[src/rtl/tws_pkg.sv]
package tws_pkg;

    typedef enum logic [2:0] {
        ST_IDLE,
        ST_SEL,
        ST_WADDR,
        ST_WDATA,
        ST_ACK,
        ST_RDATA,
        ST_RACK
    } st_t;

    typedef enum logic [1:0] {
        REQ_LOAD  = 2'd0,
        REQ_WRITE = 2'd1,
        REQ_READ  = 2'd2
    } req_kind_t;

    typedef struct packed {
        logic scl;
        logic sda;
        logic scl_rise;
        logic scl_fall;
        logic start;
        logic stop;
    } bus_ev_t;

    localparam logic [3:0] SEL_TAG = 4'b1010;

    // tag check plus the top ncmp select bits against the straps
    function automatic logic sel_match(input logic [7:0] b,
                                       input logic [2:0] strap,
                                       input int ncmp);
        logic ok;
        ok = (b[7:4] == SEL_TAG);
        for (int i = 0; i < 3; i++) begin
            if (i < ncmp && b[3-i] != strap[2-i]) ok = 1'b0;
        end
        return ok;
    endfunction

endpackage

[src/rtl/tws_edge.sv]
module tws_edge
    import tws_pkg::*;
#(
    parameter int SYNC_STAGES = 2
) (
    input  logic    clk,
    input  logic    rst,
    input  logic    scl_i,
    input  logic    sda_i,
    output bus_ev_t ev
);
    localparam int LAST = SYNC_STAGES - 1;

    logic [LAST:0] scl_ff, sda_ff;
    logic          scl_q, sda_q;

    generate
        for (genvar g = 0; g <= LAST; g++) begin : g_stage
            always_ff @(posedge clk) begin
                if (rst) begin
                    scl_ff[g] <= 1'b1;
                    sda_ff[g] <= 1'b1;
                end else if (g == 0) begin
                    scl_ff[g] <= scl_i;
                    sda_ff[g] <= sda_i;
                end else begin
                    scl_ff[g] <= scl_ff[(g == 0) ? 0 : g-1];
                    sda_ff[g] <= sda_ff[(g == 0) ? 0 : g-1];
                end
            end
        end
    endgenerate

    always_ff @(posedge clk) begin
        if (rst) begin
            scl_q <= 1'b1;
            sda_q <= 1'b1;
        end else begin
            scl_q <= scl_ff[LAST];
            sda_q <= sda_ff[LAST];
        end
    end

    always_comb begin
        ev.scl      = scl_ff[LAST];
        ev.sda      = sda_ff[LAST];
        ev.scl_rise = scl_ff[LAST] & ~scl_q;
        ev.scl_fall = ~scl_ff[LAST] & scl_q;
        ev.start    = scl_ff[LAST] & scl_q & sda_q & ~sda_ff[LAST];
        ev.stop     = scl_ff[LAST] & scl_q & ~sda_q & sda_ff[LAST];
    end

endmodule

[src/rtl/tws_ptr.sv]
module tws_ptr #(
    parameter int ADDR_W = 10,
    parameter int PAGE_W = 4
) (
    input  logic              clk,
    input  logic              rst,
    input  logic              load,
    input  logic [ADDR_W-1:0] load_val,
    input  logic              inc_page,
    input  logic              inc_full,
    output logic [ADDR_W-1:0] ptr
);
    logic [PAGE_W-1:0] low_next;

    assign low_next = ptr[PAGE_W-1:0] + 1'b1;

    always_ff @(posedge clk) begin
        if (rst) begin
            ptr <= '0;
        end else if (load) begin
            ptr <= load_val;
        end else if (inc_page) begin
            ptr <= {ptr[ADDR_W-1:PAGE_W], low_next};
        end else if (inc_full) begin
            ptr <= ptr + 1'b1;
        end
    end

endmodule

[src/rtl/tws_slave.sv]
module tws_slave
    import tws_pkg::*;
#(
    parameter int SEL_CMP     = 1,
    parameter int PAGE_W      = 4,
    parameter int SYNC_STAGES = 2,
    localparam int HI_W       = 3 - SEL_CMP,
    localparam int ADDR_W     = 8 + HI_W
) (
    input  logic              clk,
    input  logic              rst,
    input  logic              scl_i,
    input  logic              sda_i,
    output logic              sda_oe,
    input  logic [2:0]        strap,
    input  logic              wr_busy,
    output logic              req_valid,
    output logic [1:0]        req_kind,
    output logic [ADDR_W-1:0] req_addr,
    output logic [7:0]        req_wdata,
    input  logic              req_ack,
    input  logic [7:0]        rd_data
);
    localparam int HI_KEEP = (HI_W > 0) ? HI_W : 1;

    bus_ev_t            ev;
    st_t                st, nxt;
    req_kind_t          kind;
    logic [2:0]         cnt;
    logic [7:0]         sh, rd_sh, byte_in;
    logic [HI_KEEP-1:0] sel_hi;
    logic               drv, more;
    logic               last_bit, sel_ok;
    logic               ld, inc_page, inc_full;
    logic [ADDR_W-1:0]  ld_val, ptr;
    logic               scl_sync, start_ev;

    tws_edge #(.SYNC_STAGES(SYNC_STAGES)) u_edge (
        .clk(clk), .rst(rst), .scl_i(scl_i), .sda_i(sda_i), .ev(ev)
    );

    generate
        if (HI_W > 0) begin : g_hi
            assign ld_val = {sel_hi, byte_in};
        end else begin : g_nohi
            assign ld_val = byte_in;
        end
    endgenerate

    always_comb begin
        byte_in  = {sh[6:0], ev.sda};
        last_bit = ev.scl_rise && (cnt == 3'd7);
        sel_ok   = sel_match(byte_in, strap, SEL_CMP) && !wr_busy;
        ld       = (st == ST_WADDR) && last_bit;
        inc_page = (st == ST_WDATA) && last_bit;
        inc_full = req_valid && req_ack && (kind == REQ_READ);
        scl_sync = ev.scl;
        start_ev = ev.start;
    end

    tws_ptr #(.ADDR_W(ADDR_W), .PAGE_W(PAGE_W)) u_ptr (
        .clk(clk), .rst(rst), .load(ld), .load_val(ld_val),
        .inc_page(inc_page), .inc_full(inc_full), .ptr(ptr)
    );

    assign req_kind = kind;

    always_ff @(posedge clk) begin
        if (rst) begin
            st        <= ST_IDLE;
            nxt       <= ST_IDLE;
            kind      <= REQ_LOAD;
            cnt       <= '0;
            sh        <= '0;
            rd_sh     <= '0;
            sel_hi    <= '0;
            drv       <= 1'b0;
            more      <= 1'b0;
            sda_oe    <= 1'b0;
            req_valid <= 1'b0;
            req_addr  <= '0;
            req_wdata <= '0;
        end else begin
            if (req_valid && req_ack) begin
                req_valid <= 1'b0;
                if (kind == REQ_READ) rd_sh <= rd_data;
            end
            if (ev.start) begin
                st     <= ST_SEL;
                cnt    <= '0;
                sda_oe <= 1'b0;
            end else if (ev.stop) begin
                st     <= ST_IDLE;
                sda_oe <= 1'b0;
            end else begin
                unique case (st)
                    ST_SEL: if (ev.scl_rise) begin
                        sh  <= byte_in;
                        cnt <= cnt + 3'd1;
                        if (cnt == 3'd7) begin
                            if (sel_ok) begin
                                st  <= ST_ACK;
                                drv <= 1'b0;
                                if (byte_in[0]) begin
                                    nxt       <= ST_RDATA;
                                    req_valid <= 1'b1;
                                    kind      <= REQ_READ;
                                    req_addr  <= ptr;
                                end else begin
                                    nxt    <= ST_WADDR;
                                    sel_hi <= byte_in[HI_KEEP:1];
                                end
                            end else begin
                                st <= ST_IDLE;
                            end
                        end
                    end
                    ST_WADDR: if (ev.scl_rise) begin
                        sh  <= byte_in;
                        cnt <= cnt + 3'd1;
                        if (cnt == 3'd7) begin
                            st        <= ST_ACK;
                            drv       <= 1'b0;
                            nxt       <= ST_WDATA;
                            req_valid <= 1'b1;
                            kind      <= REQ_LOAD;
                            req_addr  <= ld_val;
                        end
                    end
                    ST_WDATA: if (ev.scl_rise) begin
                        sh  <= byte_in;
                        cnt <= cnt + 3'd1;
                        if (cnt == 3'd7) begin
                            st        <= ST_ACK;
                            drv       <= 1'b0;
                            nxt       <= ST_WDATA;
                            req_valid <= 1'b1;
                            kind      <= REQ_WRITE;
                            req_addr  <= ptr;
                            req_wdata <= byte_in;
                        end
                    end
                    ST_ACK: if (ev.scl_fall) begin
                        if (!drv) begin
                            drv    <= 1'b1;
                            sda_oe <= 1'b1;
                        end else begin
                            st     <= nxt;
                            cnt    <= '0;
                            sda_oe <= (nxt == ST_RDATA) ? ~rd_sh[7] : 1'b0;
                        end
                    end
                    ST_RDATA: if (ev.scl_fall) begin
                        if (cnt == 3'd7) begin
                            sda_oe <= 1'b0;
                            st     <= ST_RACK;
                        end else begin
                            cnt    <= cnt + 3'd1;
                            rd_sh  <= {rd_sh[6:0], 1'b0};
                            sda_oe <= ~rd_sh[6];
                        end
                    end
                    ST_RACK: begin
                        if (ev.scl_rise) begin
                            more <= !ev.sda;
                            if (!ev.sda) begin
                                req_valid <= 1'b1;
                                kind      <= REQ_READ;
                                req_addr  <= ptr;
                            end
                        end else if (ev.scl_fall) begin
                            if (more) begin
                                st     <= ST_RDATA;
                                cnt    <= '0;
                                sda_oe <= ~rd_sh[7];
                            end else begin
                                st <= ST_IDLE;
                            end
                        end
                    end
                    default: ;
                endcase
            end
        end
    end

endmodule

[config.mk]
export PLATFORM = sky130hd
export DESIGN_NAME = tws_slave
export DESIGN_NICKNAME = d
export VERILOG_FILES = /design/src/rtl/tws_pkg.sv /design/src/rtl/tws_edge.sv /design/src/rtl/tws_ptr.sv /design/src/rtl/tws_slave.sv
export SDC_FILE = /design/constraint.sdc
export NUM_CORES = 1
export LEC_CHECK = 0
export ABC_AREA = 1
export BUFFER_PORTS_ARGS = -buffer_cell sky130_fd_sc_hd__buf_2
export CAP_MARGIN = 20
export CORE_MARGIN = 1.5
export CORE_UTILIZATION = 35
export CTS_BUF_LIST = sky130_fd_sc_hd__clkbuf_4 sky130_fd_sc_hd__clkbuf_8
export DETAILED_ROUTE_END_ITERATION = 8
export PLACE_DENSITY_LB_ADDON = 0.12
export SETUP_SLACK_MARGIN = 0.1
export SLEW_MARGIN = 30
export SYNTH_ARGS = -nofsm -noshare
export SYNTH_HDL_FRONTEND = slang
export SYNTH_SLANG_ARGS = --single-unit
[constraint.sdc]
create_clock -name clk -period 1.9 [get_ports clk]
set_clock_uncertainty 0.15 [all_clocks]
set_input_delay 0.38 -clock clk [delete_from_list [all_inputs] [get_ports clk]]
set_output_delay 0.38 -clock clk [all_outputs]
set_load 0.03 [all_outputs]
* Word-level counts from Yosys, hierarchy flattened
Index checks and enable logic that the tools add are counted.
Widths: inputs -> output; s select.
** Storage, ports and cells
- Register bits after elaboration :: 66
- Output and inout port bits :: 22
- Word-level logic and storage cells :: 208
** Operators by class
- $add $sub $neg :: 3
- Equal/unequal tests :: 43
- Mux-type cells :: 92
- Bitwise operators :: 15
- Reduce and logical (&&, ||, !) cells :: 33
** Operator list (count)
- $mux 10 :: 13
- $mux 3 :: 26
- $mux 8 :: 7
- $pmux 10 s4 :: 1
- $ne 2x2->1 const B :: 16
- $ne 4x4->1 const B :: 8
- $mux 1 :: 28
- $reduce_and 11->1 :: 2
- $mux 2 :: 10
- $eq 3x3->1 const B :: 5
- $pmux 3 s5 :: 1
- $reduce_and 13->1 :: 1
- $ne 2x1->1 const B :: 6
- $pmux 3 s4 :: 1
- $add 10x1->10 const B :: 1
- $reduce_and 10->1 :: 1
- $pmux 1 s3 :: 3
- $reduce_and 9->1 :: 1
- $reduce_bool 3->1 :: 3
- $ne 4x1->1 const B :: 2
- $not 1->1 :: 8
- $pmux 2 s4 :: 1
- $reduce_and 4->1 :: 2
- $reduce_and 8->1 :: 1
- other kinds (21) :: 38

* Longest topological paths before layout
Gate-level depths: netlist of run 1.
- Depth after elaboration :: 9
- Mapped depth :: 11

* Cells and area by module
A second synthesis of run 1 with hierarchy kept.
** Unflattened totals
- Cells, all modules :: 506
- Area total of the unflattened synthesis :: 3570.9 µm²
** Modules (own cells, without submodules)
- tws_slave :: instances 1, cells an instance 378, area an instance 2682.6 µm², sequential area each 1001.0 µm²
- tws_ptr :: instances 1, cells an instance 102, area an instance 675.6 µm², sequential area each 200.2 µm²
- tws_edge :: instances 1, cells an instance 26, area an instance 212.7 µm², sequential area each 120.1 µm²

* Worst setup path after synthesis of run 1
Ideal clock, no wire load.
- Path kind :: register to register
- Start point :: reg kind[1] (netlist: req_kind[1])
- End point :: reg u_ptr.ptr[8]
- Library setup time :: 117 ps
- Data arrival time :: 1461 ps
- Setup slack :: 172 ps
- Stages on the path, launching flop included :: 8
- Buffers on the path :: 0
- Path through :: dfxtp_1 inv_1 nor3_2 nor2_2 nor2_4 o21ai_0 nor2_1 nor2_1
** Between the ends
- Word-level cells in the longest chain between the ends :: 4
** RTL lines
- start: declaration :: RTL line tws_slave.sv:28 : req_kind_t kind;
- start signal: assignment :: RTL line tws_slave.sv:72 : kind <= REQ_LOAD;
- start signal: assignment :: RTL line tws_slave.sv:107 : kind <= REQ_READ;
- start signal: assignment :: RTL line tws_slave.sv:126 : kind <= REQ_LOAD;
- $eq 2x2->1 :: RTL line tws_slave.sv:56 : inc_full = req_valid && req_ack && (kind == REQ_READ);
- $logic_and 1x1->1 :: RTL line tws_slave.sv:56
- $reduce_bool 2->1 (no line)
- $reduce_and 2->1 (no line)
- end signal: assignment :: RTL line tws_ptr.sv:21 : ptr <= load_val;
- end signal: assignment :: RTL line tws_ptr.sv:23 : ptr <= {ptr[ADDR_W-1:PAGE_W], low_next};
- end signal: assignment :: RTL line tws_ptr.sv:25 : ptr <= ptr + 1'b1;
- end: declaration :: RTL line tws_ptr.sv:11 : output logic [ADDR_W-1:0] ptr
Every way passes these cells.
A chain may end at the register's enable or synchronous reset.

* Final worst setup path of run 1
- Start point :: reg cnt[1]
- End point :: reg u_ptr.ptr[8]
** Between the ends
- Word-level cells in the longest chain between the ends :: 5
- Elaborated cells on any way between the ends :: 8
- Classes of those cells :: eq/ne: 2; mux: 1; reduce/logical: 5
** RTL lines
- start: declaration :: RTL line tws_slave.sv:29 : logic [2:0] cnt;
- start signal: assignment :: RTL line tws_slave.sv:99 : cnt <= cnt + 3'd1;
- start signal: assignment :: RTL line tws_slave.sv:120 : cnt <= cnt + 3'd1;
- start signal: assignment :: RTL line tws_slave.sv:132 : cnt <= cnt + 3'd1;
- $eq 3x3->1 (*) :: RTL line tws_slave.sv:52 : last_bit = ev.scl_rise && (cnt == 3'd7);
- $logic_and 1x1->1 (*) :: RTL line tws_slave.sv:52
- $logic_and 1x1->1, on equally long branches :: RTL line tws_slave.sv:54, tws_slave.sv:55
- $ne 2x2->1 (no line) / $reduce_bool 2->1 (equally long branches)
- $reduce_and 2->1 (no line)
Every way passes the cells marked *; elsewhere a longest branch is shown, timed or not.

==> Flow_metrics.wiki, run 1 <==
{| class="wikitable"
! Metric !! Value
|-
| Result of the run || finished, final reports clean
|-
| Crit path max fanout || 8
|-
| IO Pins || 39
|-
| Most repeated cell in the gate-level netlist after synthesis || sky130_fd_sc_hd__nand2_1
|-
| Combinational family with the most area after synthesis || simple AND/OR/NAND/NOR gates
|-
| Horiz. Die Dim || 102.2 um
|-
| Post-synthesis net count || 535
|-
| Final setup violation count || 0
|-
| Starting density of the core || 0.3573
|-
| Count of cell types in the netlist || 33
|-
| DRC violations left || 0
|-
| Count of input and output buffers || 36
|-
| Number of inserted diodes || 0
|-
| Total overflow reported by the global router || 0
|-
| Area contributors post-synth || sky130_fd_sc_hd__dfxtp_1 38%, sky130_fd_sc_hd__nand2_1 12%, sky130_fd_sc_hd__o21ai_0 7.6%, sky130_fd_sc_hd__nor2_1 7.4%, sky130_fd_sc_hd__a21oi_1 6.1%
|-
| Aggregate routed wire length || 9270 um
|-
| Peak VDD IR || 388.0 uV
|-
| Main synth FF type || sky130_fd_sc_hd__dfxtp_1
|-
| Highest achievable clock rate || 0.5635 GHz
|-
| Average wire per standard cell || 12.97 um
|-
| Detailed-placement wirelength estimate || 6699 um
|-
| Count of clock tree sinks || 66
|-
| Worst Path Class, Setup || reg2reg
|-
| Count of warnings emitted by yosys || 0
|-
| Std cell rows || 36
|-
| Worst path slowest cell || sky130_fd_sc_hd__dfxtp_2
|-
| Post-route clock period utilization || 0.9340
|-
| Top cell type by total area after synthesis || sky130_fd_sc_hd__dfxtp_1
|-
| Fin nets || 597
|-
| Clk root buf || sky130_fd_sc_hd__clkbuf_8
|-
| Minimum period implied by the final worst setup slack || 1.775 ns
|-
| Share of synthesized registers carrying an async set or reset || 0
|-
| Vertical die dimension || 102.2 um
|-
| Smallest setup slack after layout || 0.1253 ns
|-
| Placed cells || 694
|-
| Setup Slack @ Placement || -0.02073 ns
|-
| Number of DRC markers after the initial detailed-route iteration || 179
|-
| XOR/XNOR Fraction of Synth Area || 0.005085
|-
| Overall die area || 0.01045 mm2
|-
| CTS max path bufs || 2
|-
| Insertion delay of the later-clocked pin in the worst-skew pair || 0.34 ns
|-
| H-tree levels || 3
|-
| Initial DRT Pass Iterations || 4
|-
| Post-DR vias/cell || 4.825
|-
| Area grow syn2layout || 26.04%
|-
| Type of the most critical hold path || in2reg
|-
| Core outline area || 0.009639 mm2
|-
| Post-detailed-route count of antenna-violating nets || 0
|-
| Synthesized cell area || 0.003445 mm2
|-
| Via count of the first global-routing pass || 3181
|-
| Area share of and/or/nand/nor cells after synthesis || 0.3313
|-
| Vias after detailed routing || 3450
|-
| Final standard cell count with taps included and fillers excluded || 715
|-
| Maximum number of pins on one net before global-route repair || 48
|-
| Mux share of post-synthesis cell area || 0
|-
| Flip-flop and latch count after synthesis || 66
|-
| Count of flip-flops with a built-in enable after synthesis || 0
|-
| Avg Inst Size Synth || 6.688 um2
|-
| Measured slew at the worst slew-check pin || 0.4819 ns
|-
| Share of synthesized cell area in full adder, half adder and majority cells || 0.01090
|-
| Initial antenna violation count || 0
|-
| Clock buffer count from CTS || 9
|-
| Data arrival time of the worst path || 1.87 ns
|-
| Hold violation total from the final report || 0
|-
| Clock tree from TritonCTS || done
|-
| Gate Count Post-Synth || 515
|-
| Placer Congestion || 0.8806
|-
| Most numerous cell on the critical path || sky130_fd_sc_hd__nor2_4
|-
| First-pass GRT wire length || 15420 um
|-
| Worst slew margin relative to its limit || 0.6784
|-
| CP Launch Type || flip-flop
|-
| Leakage || 0.001891 uW
|-
| Number of maximum-capacitance constraint violations || 0
|-
| Required time of the critical path || 1.99 ns
|-
| Compound-gate portion of the synthesized area || 0.1667
|-
| Share of the synthesized area in the top cell type || 0.3836
|-
| Top cells by instance count after synthesis || 113 x sky130_fd_sc_hd__nand2_1, 68 x sky130_fd_sc_hd__nor2_1, 66 x sky130_fd_sc_hd__dfxtp_1
|-
| Worst path cell trace || ha_4 > ha_4 > nand3_4 > nor2_4 > buf_12 > nor2_4 > nor2_4 > o21ai_1 > nor2_1 > nor2_1
|-
| Hold buffer count at CTS || 0
|-
| CTS clock-pin slew for the worst setup and hold paths || 0.08 ns
|-
| Finished Core Util || 0.4504
|-
| Pwr Density || 948.5 mW/mm2
|-
| Capturing element type of the critical path || flip-flop
|-
| Total routing usage reported by global routing || 0.1880
|-
| Final count of pins violating max slew || 0
|-
| Portion of the post-synthesis area used by sequential elements || 0.3836
|-
| Largest stage delay on the critical path || 0.36 ns
|-
| Unrepaired setup endpoints after global routing || yes
|-
| Ratio of cells with drive above 1 in the final layout || 0.2440
|}
==> worst paths after layout <==
path	startpoint	endpoint	slack, ns	cells after the start
worst min register to register	u_edge.scl_ff[0]	u_edge.ev[5]	0.27	1
worst max register to register	cnt[1]	u_ptr.ptr[8]	0.13	10
worst min-delay path	sda_i	u_edge.sda_ff[0]	0.07	2
worst max-delay path	cnt[1]	u_ptr.ptr[8]	0.13	10
==> cell type report <==
cell class              count  area, um2
clock inverters             5      77.57
flip-flops and latches     66       1334
repair inverters            1      7.507
fillers                  1052       5298
clock buffers              11      145.1
repair buffers             67      457.9
inverters                  63      251.5
well taps                 133      166.4
multi-input cells         369       1902
==> flip-flops by register name (all words and copies together), names as in the netlist, 3 cells and up <==
signal     count
req_addr      10
u_ptr.ptr     10
rd_sh          8
req_wdata      8
sh             7
cnt            3
nxt            3
st             3
==> cell usage in the layout, fill, tap and decap left out, types with 2 or more instances in the layout <==
cell and n:
sky130_fd_sc_hd__a21oi_1 40, sky130_fd_sc_hd__a21oi_2 2, sky130_fd_sc_hd__a31oi_1 4, sky130_fd_sc_hd__buf_12 3, sky130_fd_sc_hd__buf_2 36, sky130_fd_sc_hd__buf_4 26, sky130_fd_sc_hd__buf_6 2, sky130_fd_sc_hd__bufinv_16 2
sky130_fd_sc_hd__clkbuf_8 10, sky130_fd_sc_hd__clkinv_2 2, sky130_fd_sc_hd__clkinvlp_4 2, sky130_fd_sc_hd__dfxtp_1 60, sky130_fd_sc_hd__dfxtp_2 4, sky130_fd_sc_hd__dfxtp_4 2, sky130_fd_sc_hd__ha_4 2, sky130_fd_sc_hd__inv_1 54
sky130_fd_sc_hd__inv_2 4, sky130_fd_sc_hd__inv_4 4, sky130_fd_sc_hd__nand2_1 107, sky130_fd_sc_hd__nand2_2 9, sky130_fd_sc_hd__nand2_4 2, sky130_fd_sc_hd__nand3_1 26, sky130_fd_sc_hd__nand3_4 2, sky130_fd_sc_hd__nand4_1 18
sky130_fd_sc_hd__nor2_1 65, sky130_fd_sc_hd__nor2_2 5, sky130_fd_sc_hd__nor2_4 7, sky130_fd_sc_hd__nor3_1 5, sky130_fd_sc_hd__o21a_1 4, sky130_fd_sc_hd__o21ai_0 47, sky130_fd_sc_hd__o21ai_1 2, sky130_fd_sc_hd__o21ai_2 4
sky130_fd_sc_hd__o21bai_1 2, sky130_fd_sc_hd__o22ai_1 2, sky130_fd_sc_hd__or2_2 6, sky130_fd_sc_hd__xor2_1 2
==> where the power goes <==
group	internal [uW]	leakage, uW	switching (uW)
combinational	427	0.00124	762
sequential	1490	0.000536	93.7
clock	785	0.000113	560
total	2700	0.00189	1420
==> metrics by stage <==
step	total power [uW]	setup TNS [ns]	instance area, um2	hold WS (ns)
floorplan	2372	0	3445	0.2395
global placement	2633	-0.1726	3910	0.2472
detailed placement	2632	-0.04419	3910	0.2456
CTS	4007	0	4185	0.06694
global route	4379	0	4342	0.07006
finish	4118	0	4342	0.07484
==> per-layer routing <==
layer	up-vias	GRT usage	wire length (um)
met5	-	0	0
li1	1797	-	-
met1	1584	0.2671	4666
met2	60	0.2848	4101
met4	0	0.06428	102
met3	9	0.03625	400
==> critical path: cells and delay by family, from the launching register on <==
| kind | cells | cell delay [ns] |
|---|---|---|
| buffers and inverters | 1 | 0.14 |
| adder cells (fa/ha/maj) | 2 | 0.29 |
| AND/OR/NAND/NOR | 6 | 0.62 |
| AO/OA/AOI/OAI | 1 | 0.10 |
| flip-flops | 1 | 0.36 |
==> cells by family (layout without fill, tap and decap cells) <==
logic type,Yosys count,count (layout)
adder cells (fa/ha/maj),3,3
buffers and inverters,80,147
AO/OA/AOI/OAI,109,109
flip-flops,66,66
XOR/XNOR,2,2
AND/OR/NAND/NOR,255,255
==> timing repair <==
item,4_1_cts,5_1_grt
endpoints found under the setup margin,43,44
cloned,0,2
pin swaps,3,14
gates resized for setup,17,33
setup buffers,0,3
(Power assumes the default switching activity.)
==> run 2: changes to the inputs <==
==> constraint.sdc (replaced) <==
create_clock -name clk -period 1.6 [get_ports clk]
set_clock_uncertainty 0.15 [all_clocks]
set_input_delay 0.32 -clock clk [delete_from_list [all_inputs] [get_ports clk]]
set_output_delay 0.32 -clock clk [all_outputs]
set_load 0.03 [all_outputs]
==> Flow_metrics.wiki, run 2 (synthesized netlist as in run 1, its figures left out) <==
{| class="wikitable"
! Metric !! Value
|-
| Result of the run || finished with violations
|-
| Failing checks || negative setup slack
|-
| Worst path slowest cell || sky130_fd_sc_hd__dfxtp_2
|-
| Insertion delay of the later-clocked pin in the worst-skew pair || 0.35 ns (about the same)
|-
| Combinational share of power || 0.314 (+0.025)
|-
| Count of filler cells inserted in the layout || 1014 (-3.6%)
|-
| Count of clock tree sinks || 66 (unchanged)
|-
| Detailed-placement wirelength estimate || 7065 um (+5.5%)
|-
| Clock tree from TritonCTS || done
|-
| Cells on Worst Hold Path || 3 (+1)
|-
| Total routing usage reported by global routing || 0.1981 (+0.01018)
|-
| Hold violation total from the final report || 0 (unchanged)
|-
| Vias after detailed routing || 3578 (+3.7%)
|-
| Post-DR vias/cell || 4.739 (-1.8%)
|-
| Worst Path Class, Setup || reg2reg
|-
| Finished Core Util || 0.5134 (+0.06295)
|-
| Maximum number of pins on one net before global-route repair || 48 (unchanged)
|-
| Registers with the most flip-flops || req_addr (10), u_ptr.ptr (10)
|-
| Smallest setup slack after layout || -0.1640 ns (-0.2894 ns)
|-
| Share of total power consumed by net switching || 0.3393 (-0.004399)
|-
| Fin nets || 637 (+6.7%)
|-
| Crit path max fanout || 6 (-2)
|-
| Unrepaired setup endpoints after global routing || yes
|-
| Clock buffer count from CTS || 9 (unchanged)
|-
| Std cell rows || 36 (unchanged)
|-
| Initial antenna violation count || 0 (unchanged)
|-
| Minimum period implied by the final worst setup slack || 1.764 ns (-0.01065 ns)
|-
| CP Launch Type || flip-flop
|-
| Fraction of power consumed by sequential logic || 0.354 (-0.031)
|-
| Post-route design area || 0.004949 mm2 (+14%)
|-
| Vertical die dimension || 102.2 um (unchanged)
|-
| Cell internal power dissipation || 3504 uW (+30%)
|-
| Switching pwr || 1800 uW (+27%)
|-
| Final setup violation count || 42 (+42)
|-
| Horiz. Die Dim || 102.2 um (unchanged)
|-
| Worst slew margin relative to its limit || 0.7595 (+0.08114)
|-
| Placer Congestion || 0.9045 (+2.7%)
|-
| Post-detailed-route count of antenna-violating nets || 0 (unchanged)
|-
| Cell area after placement || 0.004289 mm2 (+9.7%)
|-
| Post-Route Hold Slack || 0.1337 ns (+0.05883 ns)
|-
| Number of inserted diodes || 0 (unchanged)
|-
| Leakage || 0.002176 uW (+15%)
|-
| Count of input and output buffers || 36 (unchanged)
|-
| Type of the most critical hold path || in2reg
|-
| H-tree levels || 3 (unchanged)
|-
| Most numerous cell on the critical path || sky130_fd_sc_hd__ha_4
|-
| Highest achievable clock rate || 0.5669 GHz (+0.60%)
|-
| Pwr Density || 1072 mW/mm2 (+13%)
|-
| Ratio of cells with drive above 1 in the final layout || 0.3489 (+0.1049)
|-
| Worst path cell trace || ha_4 > ha_4 > buf_4 > buf_6 > nor2_4 > nand2_4 > buf_12 > a31oi_4 > o21a_1
|-
| Most common cell after layout, fill and taps aside || sky130_fd_sc_hd__nand2_1
|-
| Final count of pins violating max slew || 0 (unchanged)
|-
| Most frequent cells in the layout || 101 x sky130_fd_sc_hd__nand2_1, 61 x sky130_fd_sc_hd__nor2_1, 58 x sky130_fd_sc_hd__dfxtp_1
|-
| Via count of the first global-routing pass || 3343 (+5.1%)
|-
| Largest stage delay on the critical path || 0.34 ns (-0.02 ns)
|-
| Aggregate routed wire length || 9839 um (+6.1%)
|-
| Peak VDD IR || 528.1 uV (+36%)
|-
| Measured slew at the worst slew-check pin || 0.3607 ns (-0.1212 ns)
|-
| Average wire per standard cell || 13.03 um (+0.51%)
|-
| Number of DRC markers after the initial detailed-route iteration || 140 (-22%)
|-
| CTS max path bufs || 2 (unchanged)
|-
| Initial DRT Pass Iterations || 4 (unchanged)
|-
| DRC violations left || 0 (unchanged)
|-
| Total overflow reported by the global router || 0 (unchanged)
|-
| Clock share of power || 0.332 (+0.005)
|-
| Area grow syn2layout || 43.66%
|-
| Required time of the critical path || 1.74 ns (-0.25 ns)
|-
| Overall die area || 0.01045 mm2 (unchanged)
|-
| CTS clock-pin slew for the worst setup and hold paths || 0.08 ns (about the same)
|-
| Number of cell instances on the worst register-to-register path || 9 (-1)
|-
| Clk root buf || sky130_fd_sc_hd__clkbuf_8
|-
| IO Pins || 39 (unchanged)
|-
| Number of maximum-capacitance constraint violations || 0 (unchanged)
|-
| Starting density of the core || 0.3573 (unchanged)
|-
| Overall power after layout || 5304 uW (+29%)
|-
| Data arrival time of the worst path || 1.91 ns (+0.04 ns)
|-
| Post-route clock period utilization || 1.103 (+0.1685)
|-
| Capturing element type of the critical path || flip-flop
|-
| First-pass GRT wire length || 16170 um (+4.9%)
|-
| Core outline area || 0.009639 mm2 (unchanged)
|}
run 2: changes by cell type in the layout (fill, tap and decap cells not counted), moves of 4 or more:
cell	delta
sky130_fd_sc_hd__buf_4	+31
sky130_fd_sc_hd__o21ai_0	-14
sky130_fd_sc_hd__o21ai_1	+11
sky130_fd_sc_hd__a21oi_1	-9
sky130_fd_sc_hd__a21oi_2	+9
sky130_fd_sc_hd__nand2_1	-6
sky130_fd_sc_hd__buf_6	+5
sky130_fd_sc_hd__nand2_4	+5
sky130_fd_sc_hd__clkinv_4	+4
sky130_fd_sc_hd__nand3_1	-4
sky130_fd_sc_hd__nor2_1	-4
sky130_fd_sc_hd__nor2_4	+4
sky130_fd_sc_hd__o21ai_2	+4
run 2: per-layer routing:
| layer | wire length [um] | global-route usage | up-vias |
|---|---|---|---|
| li1 | - | - | 1880 |
| met1 | 5018 | 0.2835 | 1627 |
| met2 | 4341 | 0.3041 | 62 |
| met3 | 397 | 0.03146 | 9 |
| met4 | 80 | 0.06428 | 0 |
| met5 | 0 | 0 | - |
run 2: cell type report:
type                       instances  area [um2]  area share
clock inverter                     7       125.1     0.02528
timing repair buffer             108       834.6      0.1686
sequential                        66        1336      0.2700
inverter                          63       266.5     0.05386
multi-input combinational        369        2096      0.4235
clock buffer                       9       123.9     0.02503
tap                              133       166.4     0.03363
run 2: power groups by stage:
stage / clock network (uW) / logic [uW] / registers, uW
2_1_floorplan: 0 / 931 / 1930
3_3_place_gp: 0 / 1470 / 1900
3_5_place_dp: 0 / 1490 / 1900
4_1_cts: 1810 / 1560 / 1870
5_1_grt: 1890 / 1860 / 1890
6_report: 1760 / 1660 / 1880
run 2: critical path: cells and delay by family (launching register included):
family / cells / cell delay (ns)
buf+inv: 3 / 0.41
compound gates: 2 / 0.28
simple gates: 2 / 0.18
fa+ha+maj: 2 / 0.34
flops: 1 / 0.34
run 2: final timing paths:
path                     from           end  slack, ns
max                    cnt[0]      rd_sh[6]      -0.16
min                rd_data[0]      rd_sh[0]       0.13
max reg2reg            cnt[0]      rd_sh[6]      -0.16
min reg2reg  u_edge.sda_ff[0]  u_edge.ev[4]       0.27
run 2: per-stage QoR:
stage               setup slack, ns  setup TNS, ns  cells
detailed placement          -0.1767         -5.783    728
floorplan                   0.03516              0    515
CTS                         -0.1543         -3.748    751
finish                      -0.1640         -3.563    755
global route                -0.2570         -7.889    755
global placement            -0.1462         -4.952    728
run 2: repair_timing:
| action | CTS | global route |
|---|---|---|
| pin swaps | 11 | 27 |
| gates cloned | 2 | 0 |
| endpoints found under the hold margin | 2 | 0 |
| hold buffers | 2 | 0 |
| gates resized for setup | 52 | 42 |
| setup buffers | 4 | 4 |
| setup endpoints to repair | 60 | 59 |
